===== src/rtl/framed_rx_pkg.sv =====
package framed_rx_pkg;

    typedef enum logic [1:0] {
        S_IDLE,
        S_DELAY,
        S_SHIFT,
        S_SHIFT_ARMED
    } rx_state_e;

    // Delay setting 3 behaves as 2.
    function automatic logic [1:0] eff_delay(input logic [1:0] sel);
        return (sel == 2'd3) ? 2'd2 : sel;
    endfunction

endpackage


===== src/rtl/framed_rx_deser.sv =====
module framed_rx_deser
    import framed_rx_pkg::*;
#(
    parameter int WORD_W = 16
) (
    input  logic              clk,
    input  logic              rst_n,
    input  logic              hold,
    input  logic              bclk,
    input  logic              fs,
    input  logic              din,
    input  logic [1:0]        dly_sel,
    output logic              word_push,
    output logic [WORD_W-1:0] word,
    output logic              fs_err
);
    localparam int CNT_W = $clog2(WORD_W + 1);

    rx_state_e         state, nxt_state;
    logic [CNT_W-1:0]  bit_cnt, nxt_bit_cnt;
    logic [1:0]        dly_cnt, nxt_dly;
    logic [WORD_W-1:0] sreg, nxt_sreg;
    logic              bclk_q;
    logic              evt, fs_legal, fs_take, last_bit;
    logic [1:0]        d;
    logic [WORD_W-1:0] shifted;

    always_comb begin
        d        = eff_delay(dly_sel);
        evt      = bclk_q & ~bclk;
        last_bit = (32'(bit_cnt) == WORD_W - 1);
        shifted  = {sreg[WORD_W-2:0], din};
        unique case (state)
            S_IDLE:        fs_legal = 1'b1;
            S_DELAY:       fs_legal = 1'b0;
            S_SHIFT:       fs_legal = (d != 2'd0) && (32'(bit_cnt) + 32'(d) >= WORD_W);
            S_SHIFT_ARMED: fs_legal = 1'b0;
            default:       fs_legal = 1'b0;
        endcase
        fs_take = evt & fs & fs_legal;
    end

    // Bit-clock edge detector
    always_ff @(posedge clk or negedge rst_n) begin
        if (!rst_n) bclk_q <= 1'b0;
        else        bclk_q <= bclk;
    end

    // Next-state logic
    always_comb begin
        nxt_state   = state;
        nxt_bit_cnt = bit_cnt;
        nxt_dly     = dly_cnt;
        nxt_sreg    = sreg;
        if (evt) begin
            unique case (state)
                S_IDLE: begin
                    if (fs_take) begin
                        if (d == 2'd0) begin
                            nxt_sreg    = shifted;
                            nxt_bit_cnt = CNT_W'(1);
                            nxt_state   = S_SHIFT;
                        end else begin
                            nxt_dly   = d - 2'd1;
                            nxt_state = S_DELAY;
                        end
                    end
                end
                S_DELAY: begin
                    if (dly_cnt == 2'd0) begin
                        nxt_sreg    = shifted;
                        nxt_bit_cnt = CNT_W'(1);
                        nxt_state   = S_SHIFT;
                    end else begin
                        nxt_dly = dly_cnt - 2'd1;
                    end
                end
                S_SHIFT: begin
                    nxt_sreg = shifted;
                    if (last_bit) begin
                        nxt_bit_cnt = '0;
                        if (fs_take) begin
                            nxt_dly   = d - 2'd1;
                            nxt_state = S_DELAY;
                        end else begin
                            nxt_state = S_IDLE;
                        end
                    end else begin
                        nxt_bit_cnt = bit_cnt + CNT_W'(1);
                        if (fs_take) begin
                            nxt_dly   = d - 2'd1;
                            nxt_state = S_SHIFT_ARMED;
                        end
                    end
                end
                S_SHIFT_ARMED: begin
                    nxt_sreg = shifted;
                    if (dly_cnt != 2'd0) nxt_dly = dly_cnt - 2'd1;
                    if (last_bit) begin
                        nxt_bit_cnt = '0;
                        nxt_state   = S_DELAY;
                    end else begin
                        nxt_bit_cnt = bit_cnt + CNT_W'(1);
                    end
                end
                default: nxt_state = S_IDLE;
            endcase
        end
    end

    // State register
    always_ff @(posedge clk or negedge rst_n) begin
        if (!rst_n) begin
            state   <= S_IDLE;
            bit_cnt <= '0;
            dly_cnt <= '0;
            sreg    <= '0;
        end else if (hold) begin
            state   <= S_IDLE;
            bit_cnt <= '0;
            dly_cnt <= '0;
            sreg    <= '0;
        end else begin
            state   <= nxt_state;
            bit_cnt <= nxt_bit_cnt;
            dly_cnt <= nxt_dly;
            sreg    <= nxt_sreg;
        end
    end

    // Outputs
    always_comb begin
        word_push = evt & ~hold & last_bit &
                    ((state == S_SHIFT) || (state == S_SHIFT_ARMED));
        word      = shifted;
        fs_err    = evt & fs & ~fs_legal & ~hold;
    end

    // the delay countdown moves only on bit events
    assert_delay_waits_R2: assert property (@(posedge clk) disable iff (!rst_n)
        (state == S_DELAY && !evt && !hold) |=> (state == S_DELAY));

    // an early frame-sync in mid-word leaves the frame running
    assert_early_fs_ignored_R4: assert property (@(posedge clk) disable iff (!rst_n)
        (state == S_SHIFT && fs_err && !last_bit && !hold) |=> (state == S_SHIFT));

    // the next frame is armed only for the final bit of the current one
    assert_armed_last_bit_R3: assert property (@(posedge clk) disable iff (!rst_n)
        (state == S_SHIFT_ARMED) |-> last_bit);

endmodule


===== src/rtl/framed_rx_fifo.sv =====
module framed_rx_fifo #(
    parameter int WORD_W = 16,
    parameter int DEPTH  = 4
) (
    input  logic              clk,
    input  logic              rst_n,
    input  logic              flush,
    input  logic              push,
    input  logic [WORD_W-1:0] wdata,
    input  logic              pop_req,
    output logic [WORD_W-1:0] rdata,
    output logic              ready,
    output logic              empty_rd
);
    localparam int PTR_W = (DEPTH > 1) ? $clog2(DEPTH) : 1;
    localparam int CNT_W = $clog2(DEPTH + 1);

    logic [WORD_W-1:0] mem [DEPTH];
    logic [PTR_W-1:0]  wr_ptr, rd_ptr;
    logic [CNT_W-1:0]  count;
    logic              full, is_empty, pop, wr;

    function automatic logic [PTR_W-1:0] ptr_inc(input logic [PTR_W-1:0] p);
        return (p == PTR_W'(DEPTH - 1)) ? '0 : p + PTR_W'(1);
    endfunction

    always_comb begin
        full     = (count == CNT_W'(DEPTH));
        is_empty = (count == '0);
        pop      = pop_req & ~is_empty;
        wr       = push & (~full | pop);
        empty_rd = pop_req & is_empty;
        ready    = ~is_empty;
    end

    always_ff @(posedge clk) begin
        if (wr) mem[wr_ptr] <= wdata;
    end

    always_ff @(posedge clk or negedge rst_n) begin
        if (!rst_n) begin
            wr_ptr <= '0;
            rd_ptr <= '0;
            count  <= '0;
        end else if (flush) begin
            wr_ptr <= '0;
            rd_ptr <= '0;
            count  <= '0;
        end else begin
            if (wr)  wr_ptr <= ptr_inc(wr_ptr);
            if (pop) rd_ptr <= ptr_inc(rd_ptr);
            unique case ({wr, pop})
                2'b10:   count <= count + CNT_W'(1);
                2'b01:   count <= count - CNT_W'(1);
                default: count <= count;
            endcase
        end
    end

    always_ff @(posedge clk or negedge rst_n) begin
        if (!rst_n)        rdata <= '0;
        else if (pop)      rdata <= mem[rd_ptr];
        else if (empty_rd) rdata <= '0;
    end

    // a full buffer without a read stays full and drops the word
    assert_drop_when_full_R6: assert property (@(posedge clk) disable iff (!rst_n)
        (full && push && !pop_req && !flush) |=> full);

    // an empty read leaves the buffer empty
    assert_empty_read_no_change_R7: assert property (@(posedge clk) disable iff (!rst_n)
        (empty_rd && !push) |=> is_empty);

endmodule


===== src/rtl/framed_rx_status.sv =====
module framed_rx_status (
    input  logic clk,
    input  logic rst_n,
    input  logic set_unf,
    input  logic clr_unf,
    input  logic set_fse,
    input  logic clr_fse,
    input  logic irq_en,
    output logic unf,
    output logic fse,
    output logic irq_n
);
    always_ff @(posedge clk or negedge rst_n) begin
        if (!rst_n) begin
            unf <= 1'b0;
            fse <= 1'b0;
        end else begin
            if (set_unf)      unf <= 1'b1;
            else if (clr_unf) unf <= 1'b0;
            if (set_fse)      fse <= 1'b1;
            else if (clr_fse) fse <= 1'b0;
        end
    end

    always_comb irq_n = ~(unf & irq_en);

    // the flag stays set until a clear
    assert_unf_sticky_R8: assert property (@(posedge clk) disable iff (!rst_n)
        (unf && !clr_unf) |=> unf);

    // a set wins over a clear in the same cycle
    assert_set_wins_R8: assert property (@(posedge clk) disable iff (!rst_n)
        (set_fse && clr_fse) |=> fse);

endmodule


===== src/rtl/framed_rx.sv =====
module framed_rx #(
    parameter int WORD_W = 16,
    parameter int DEPTH  = 4
) (
    input  logic              clk,
    input  logic              rst_n,
    input  logic              rx_hold,
    input  logic              rx_bclk,
    input  logic              rx_fs,
    input  logic              rx_data,
    input  logic [1:0]        delay_sel,
    input  logic              rd_en,
    output logic [WORD_W-1:0] rd_data,
    output logic              rx_ready,
    input  logic              unf_clr,
    input  logic              fse_clr,
    input  logic              unf_irq_en,
    output logic              unf_flag,
    output logic              fse_flag,
    output logic              irq_n
);
    logic              word_push, fs_err, empty_rd, pop_req;
    logic [WORD_W-1:0] word;

    always_comb pop_req = rd_en & ~rx_hold;

    framed_rx_deser #(.WORD_W(WORD_W)) u_deser (
        .clk       (clk),
        .rst_n     (rst_n),
        .hold      (rx_hold),
        .bclk      (rx_bclk),
        .fs        (rx_fs),
        .din       (rx_data),
        .dly_sel   (delay_sel),
        .word_push (word_push),
        .word      (word),
        .fs_err    (fs_err)
    );

    framed_rx_fifo #(.WORD_W(WORD_W), .DEPTH(DEPTH)) u_fifo (
        .clk      (clk),
        .rst_n    (rst_n),
        .flush    (rx_hold),
        .push     (word_push),
        .wdata    (word),
        .pop_req  (pop_req),
        .rdata    (rd_data),
        .ready    (rx_ready),
        .empty_rd (empty_rd)
    );

    framed_rx_status u_status (
        .clk     (clk),
        .rst_n   (rst_n),
        .set_unf (empty_rd),
        .clr_unf (unf_clr),
        .set_fse (fs_err),
        .clr_fse (fse_clr),
        .irq_en  (unf_irq_en),
        .unf     (unf_flag),
        .fse     (fse_flag),
        .irq_n   (irq_n)
    );

    // an enabled underflow flag holds the interrupt low
    assert_irq_low_R9: assert property (@(posedge clk) disable iff (!rst_n)
        (unf_flag && unf_irq_en) |-> !irq_n);

    // a hold leaves no buffered words
    assert_hold_flush_R10: assert property (@(posedge clk) disable iff (!rst_n)
        rx_hold |=> !rx_ready);

endmodule


===== config.mk =====
export PLATFORM = sky130hd
export DESIGN_NAME = framed_rx
export DESIGN_NICKNAME = d
export VERILOG_FILES = /design/src/rtl/framed_rx_pkg.sv /design/src/rtl/framed_rx_deser.sv /design/src/rtl/framed_rx_fifo.sv /design/src/rtl/framed_rx_status.sv /design/src/rtl/framed_rx.sv
export SDC_FILE = /design/constraint.sdc
export NUM_CORES = 1
export LEC_CHECK = 0
export BUFFER_PORTS_ARGS = -buffer_cell sky130_fd_sc_hd__buf_2
export CAP_MARGIN = 20
export CELL_PAD_IN_SITES_DETAIL_PLACEMENT = 1
export CELL_PAD_IN_SITES_GLOBAL_PLACEMENT = 2
export CORE_ASPECT_RATIO = 1.25
export CORE_MARGIN = 2
export CORE_UTILIZATION = 40
export CTS_BUF_LIST = sky130_fd_sc_hd__clkbuf_8
export DETAILED_ROUTE_END_ITERATION = 7
export PLACE_DENSITY = 0.78
export SYNTH_ARGS = -nofsm -noshare
export SYNTH_HDL_FRONTEND = slang
export SYNTH_SLANG_ARGS = --single-unit

===== constraint.sdc =====
create_clock -name clk -period 6 [get_ports clk]
set_clock_uncertainty 0.2 [all_clocks]
set_input_delay 0 -clock clk [delete_from_list [all_inputs] [get_ports clk]]
set_output_delay 0 -clock clk [all_outputs]
set_load 0.005 [all_outputs]

==> flow_metrics.py <==
metrics = {
    "outcome": {
        "outcome": "finished, final reports clean",
    },
    "setup_path": {
        "end_kind": "flop",
        "critPathMaxStageDelay_ns": 0.73,
        "cp.depth": 10,
        "path_buf_inv": 3,
        "critPathRequiredTime_ns": 6.14,
        "crit_type": "in -> reg",
        "arrival_ns": 3.14,
        "slowest_stage": "nand2b_1",
        "critical_path.top_delay_family": "simple AND/OR/NAND/NOR gates",
        "crit_path_max_fanout": 19,
        "crit_path_start_kind": "input port",
        "rr_startpoint": "u_deser.bit_cnt[0]",
        "setup.worst_path.start": "rx_hold",
        "ff2ff_path_depth": 5,
        "crit_chain": "dlygate4sd3_1, buf_2, nand2b_1, nor2b_1, buf_4, and2_1, fa_1, nor4_1, o21ai_0, a31oi_1",
    },
    "synth": {
        "yosysSeqAreaShare_pct": 67.00,
        "ys_warn_count": 0,
        "syn_area_per_cell_sq_um": 15.38,
        "synth_cell_types": 47,
        "syn-num-nets": 327,
        "synth_area_sq_mm": 0.004736,
        "syn_inst": 308,
        "synth_seq_cells": 114,
    },
    "global_routing": {
        "gr-total-overflow": 0,
        "grt_pass1_wl_microns": 15860,
        "grt_max_degree": 51,
        "grt_pass1_vias": 3109,
        "grt_usage_pct": 16.75,
        "grt_antenna_before_repair": 0,
    },
    "drt": {
        "wl_met2_microns": 5066,
        "routed_wl_microns": 9671,
        "vias": 2782,
        "routed_via_density": 5.498,
        "detail_route.iter0.violations": 170,
        "wl_met3_microns": 274,
        "wl_per_cell_microns": 19.11,
        "drtAntennaViolNets": 0,
        "remaining_drc_errors": 0,
        "wl_met1_microns": 4197,
        "drtPass1Iterations": 4,
        "top_layer_used": "met4",
    },
    "cells_and_area": {
        "fillers": 1157,
        "final_nets": 374,
        "drive_gt1_share_pct": 22.55,
        "n_antenna_cell": 0,
        "syn_to_final_growth_pct": 17.65,
    },
    "sta": {
        "slew_headroom_pct": 25.88,
        "fin_crit_ns": 2.999,
        "worst_pin_slew_ns": 1.112,
        "finalMaxSlewViolations": 0,
        "rsz0062_at_grt": "no",
        "setup_viol": 0,
        "fmax_mhz": 333.4,
        "tns_ns": 0,
        "timing.final.hold_violations": 0,
        "hold_slack_ns": 0.02974,
        "setup_slack_ns": 3.001,
        "finalCritPeriodShare_pct": 49.99,
    },
    "power_and_ir_drop": {
        "p_leak_nw": 2.186,
        "power.density_mw_per_mm2": 305.4,
        "vdd_drop_max_v": 0.0001320,
        "p_total_mw": 1.701,
    },
    "worst_hold_path": {
        "min_path_type": "in -> async",
    },
    "floorplanning": {
        "start_util_pct": 40.96,
        "die_x_microns": 101.3,
        "coreArea_sq_mm": 0.01156,
        "die-height_microns": 125.7,
        "die_area_sq_mm": 0.01273,
        "rows": 44,
        "ios": 32,
    },
    "flow_run": {
        "max_cap_violations": 0,
    },
    "cts": {
        "cts_tree": "yes",
        "cts_num_sinks": 114,
        "path_clk_slew_ns": 0.07,
        "htreeDepth": 4,
        "hold_buffers": 13,
        "cts_buffer_depth": 2,
        "cts_resized": 0,
        "insertion_delay_ns": 0.42,
        "cts-root-buf": "clkbuf_8",
        "cts_made_buffers": 17,
        "postCtsSetupBuffers": 0,
    },
    "placed_design": {
        "place_ws_ns": 3.018,
        "place_hpwl_microns": 6264,
        "port_buffers": 31,
        "gp_congestion": 0.7576,
    },
}
worst paths after layout:
path                                     end  slack [ns]
max                          u_fifo.count[2]        3.00
min                          u_fifo.rdata[7]        0.03
max reg2reg                u_fifo.mem[2][13]        3.06
min reg2reg                  u_fifo.rdata[8]        0.30
max in group asynchronous   u_deser.sreg[13]        5.12
min in group clk                       irq_n        0.03
logic make-up after synthesis:
kind of cell / Yosys count / synth area share, %
AOI/OAI and AO/OA: 79 / 13.05
buffers and inverters: 27 / 2.880
DFF: 114 / 67.00
muxes: 18 / 8.032
adders and majority gates: 7 / 2.008
xor gates and xnor gates: 5 / 0.9249
and+or+nand+nor: 58 / 6.103
flip-flops by register name, summed over array words and instances, names as in the netlist, 2 cells and up:
name             flops
u_deser.bit_cnt      5
u_deser.dly_cnt      2
u_deser.sreg        15
u_deser.state        2
u_fifo.count         3
u_fifo.mem          64
u_fifo.rd_ptr        2
u_fifo.rdata        16
u_fifo.wr_ptr        2
Yosys cell counts (all sizes together):
master,instances,area share (%)
a211o,1,0.18
a211oi,3,0.48
a21oi,7,0.82
a221oi,1,0.18
a22o,32,5.9
a22oi,1,0.16
a311oi,1,0.18
a31oi,6,1.4
a32o,2,0.42
a41oi,1,0.18
and2,6,0.79
and3,2,0.26
and4b,1,0.21
buf,14,1.8
clkbuf,5,0.40
dfrtp,50,26
edfxtp,64,41
fa,1,0.42
ha,6,1.6
inv,8,0.63
mux2i,2,0.42
mux4,16,7.6
nand2,17,1.3
nand2b,6,0.79
nand3,2,0.21
nand4,1,0.13
nor2,15,1.2
nor2b,3,0.40
nor4,2,0.26
o2111ai,1,0.18
o211ai,1,0.16
o21a,1,0.16
o21ai,13,1.4
o22ai,5,0.66
o31a,1,0.18
o32ai,2,0.37
or2,1,0.13
or3,1,0.13
or3b,1,0.24
xnor2,3,0.55
xor2,2,0.37
power by group:
part | switching (mW) | leakage (nW) | total [mW] | internal [mW]
clock network | 0.297 | 0.234 | 0.794 | 0.497
registers | 0.00932 | 1.28 | 0.837 | 0.827
logic | 0.0436 | 0.673 | 0.0708 | 0.0273
total | 0.350 | 2.19 | 1.70 | 1.35
routing by layer:
layer	GRT usage [%]	vias to the layer above
met5	0	-
met4	6.121	0
met3	5.161	12
met2	28.20	55
met1	20.10	1426
li1	-	1289
cell usage in the layout, fill, tap and decap left out, types with 2 or more instances in the layout:
cell	n
a211oi_1	3
a21oi_1	6
a22o_1	32
a31oi_1	4
a31oi_4	2
a32o_1	2
and2_1	6
and3_1	2
buf_2	31
buf_4	2
bufinv_16	5
clkbuf_8	18
clkinv_1	2
clkinv_2	4
dfrtp_1	50
dlygate4sd3_1	13
edfxtp_1	64
ha_1	6
inv_1	10
mux2i_1	2
mux4_2	16
nand2_1	17
nand2b_1	6
nand3_1	2
nor2_1	15
nor2b_1	3
nor4_1	2
o21ai_0	13
o22ai_1	5
o32ai_1	2
xnor2_1	3
xor2_1	2
worst reg2reg max path, stage by stage (launching register included):
cell and delay, ns:
dfrtp_1 0.43, ha_1 0.25, and4b_1 0.33, nand3_1 0.27
a31oi_4 0.31, and2_1 0.77
layout make-up:
| type | instances | area [sq um] | area share [%] |
|---|---|---|---|
| clock buffer | 18 | 247.7 | 4.446 |
| clock inverter | 14 | 193.9 | 3.481 |
| inverter | 8 | 30.03 | 0.5390 |
| multi-input combinational | 167 | 1426 | 25.60 |
| sequential | 114 | 3173 | 56.95 |
| tap | 138 | 172.7 | 3.099 |
| timing repair buffer | 47 | 327.8 | 5.884 |
metrics by stage:
stage	area, sq um	cells	utilization, %
floorplan	4736	308	-
global placement	4972	460	43.01
detailed placement	4972	460	43.01
CTS	5544	505	47.95
global route	5572	506	48.19
finish	5572	506	48.19
No activity file was read; power rests on OpenSTA's default activity.
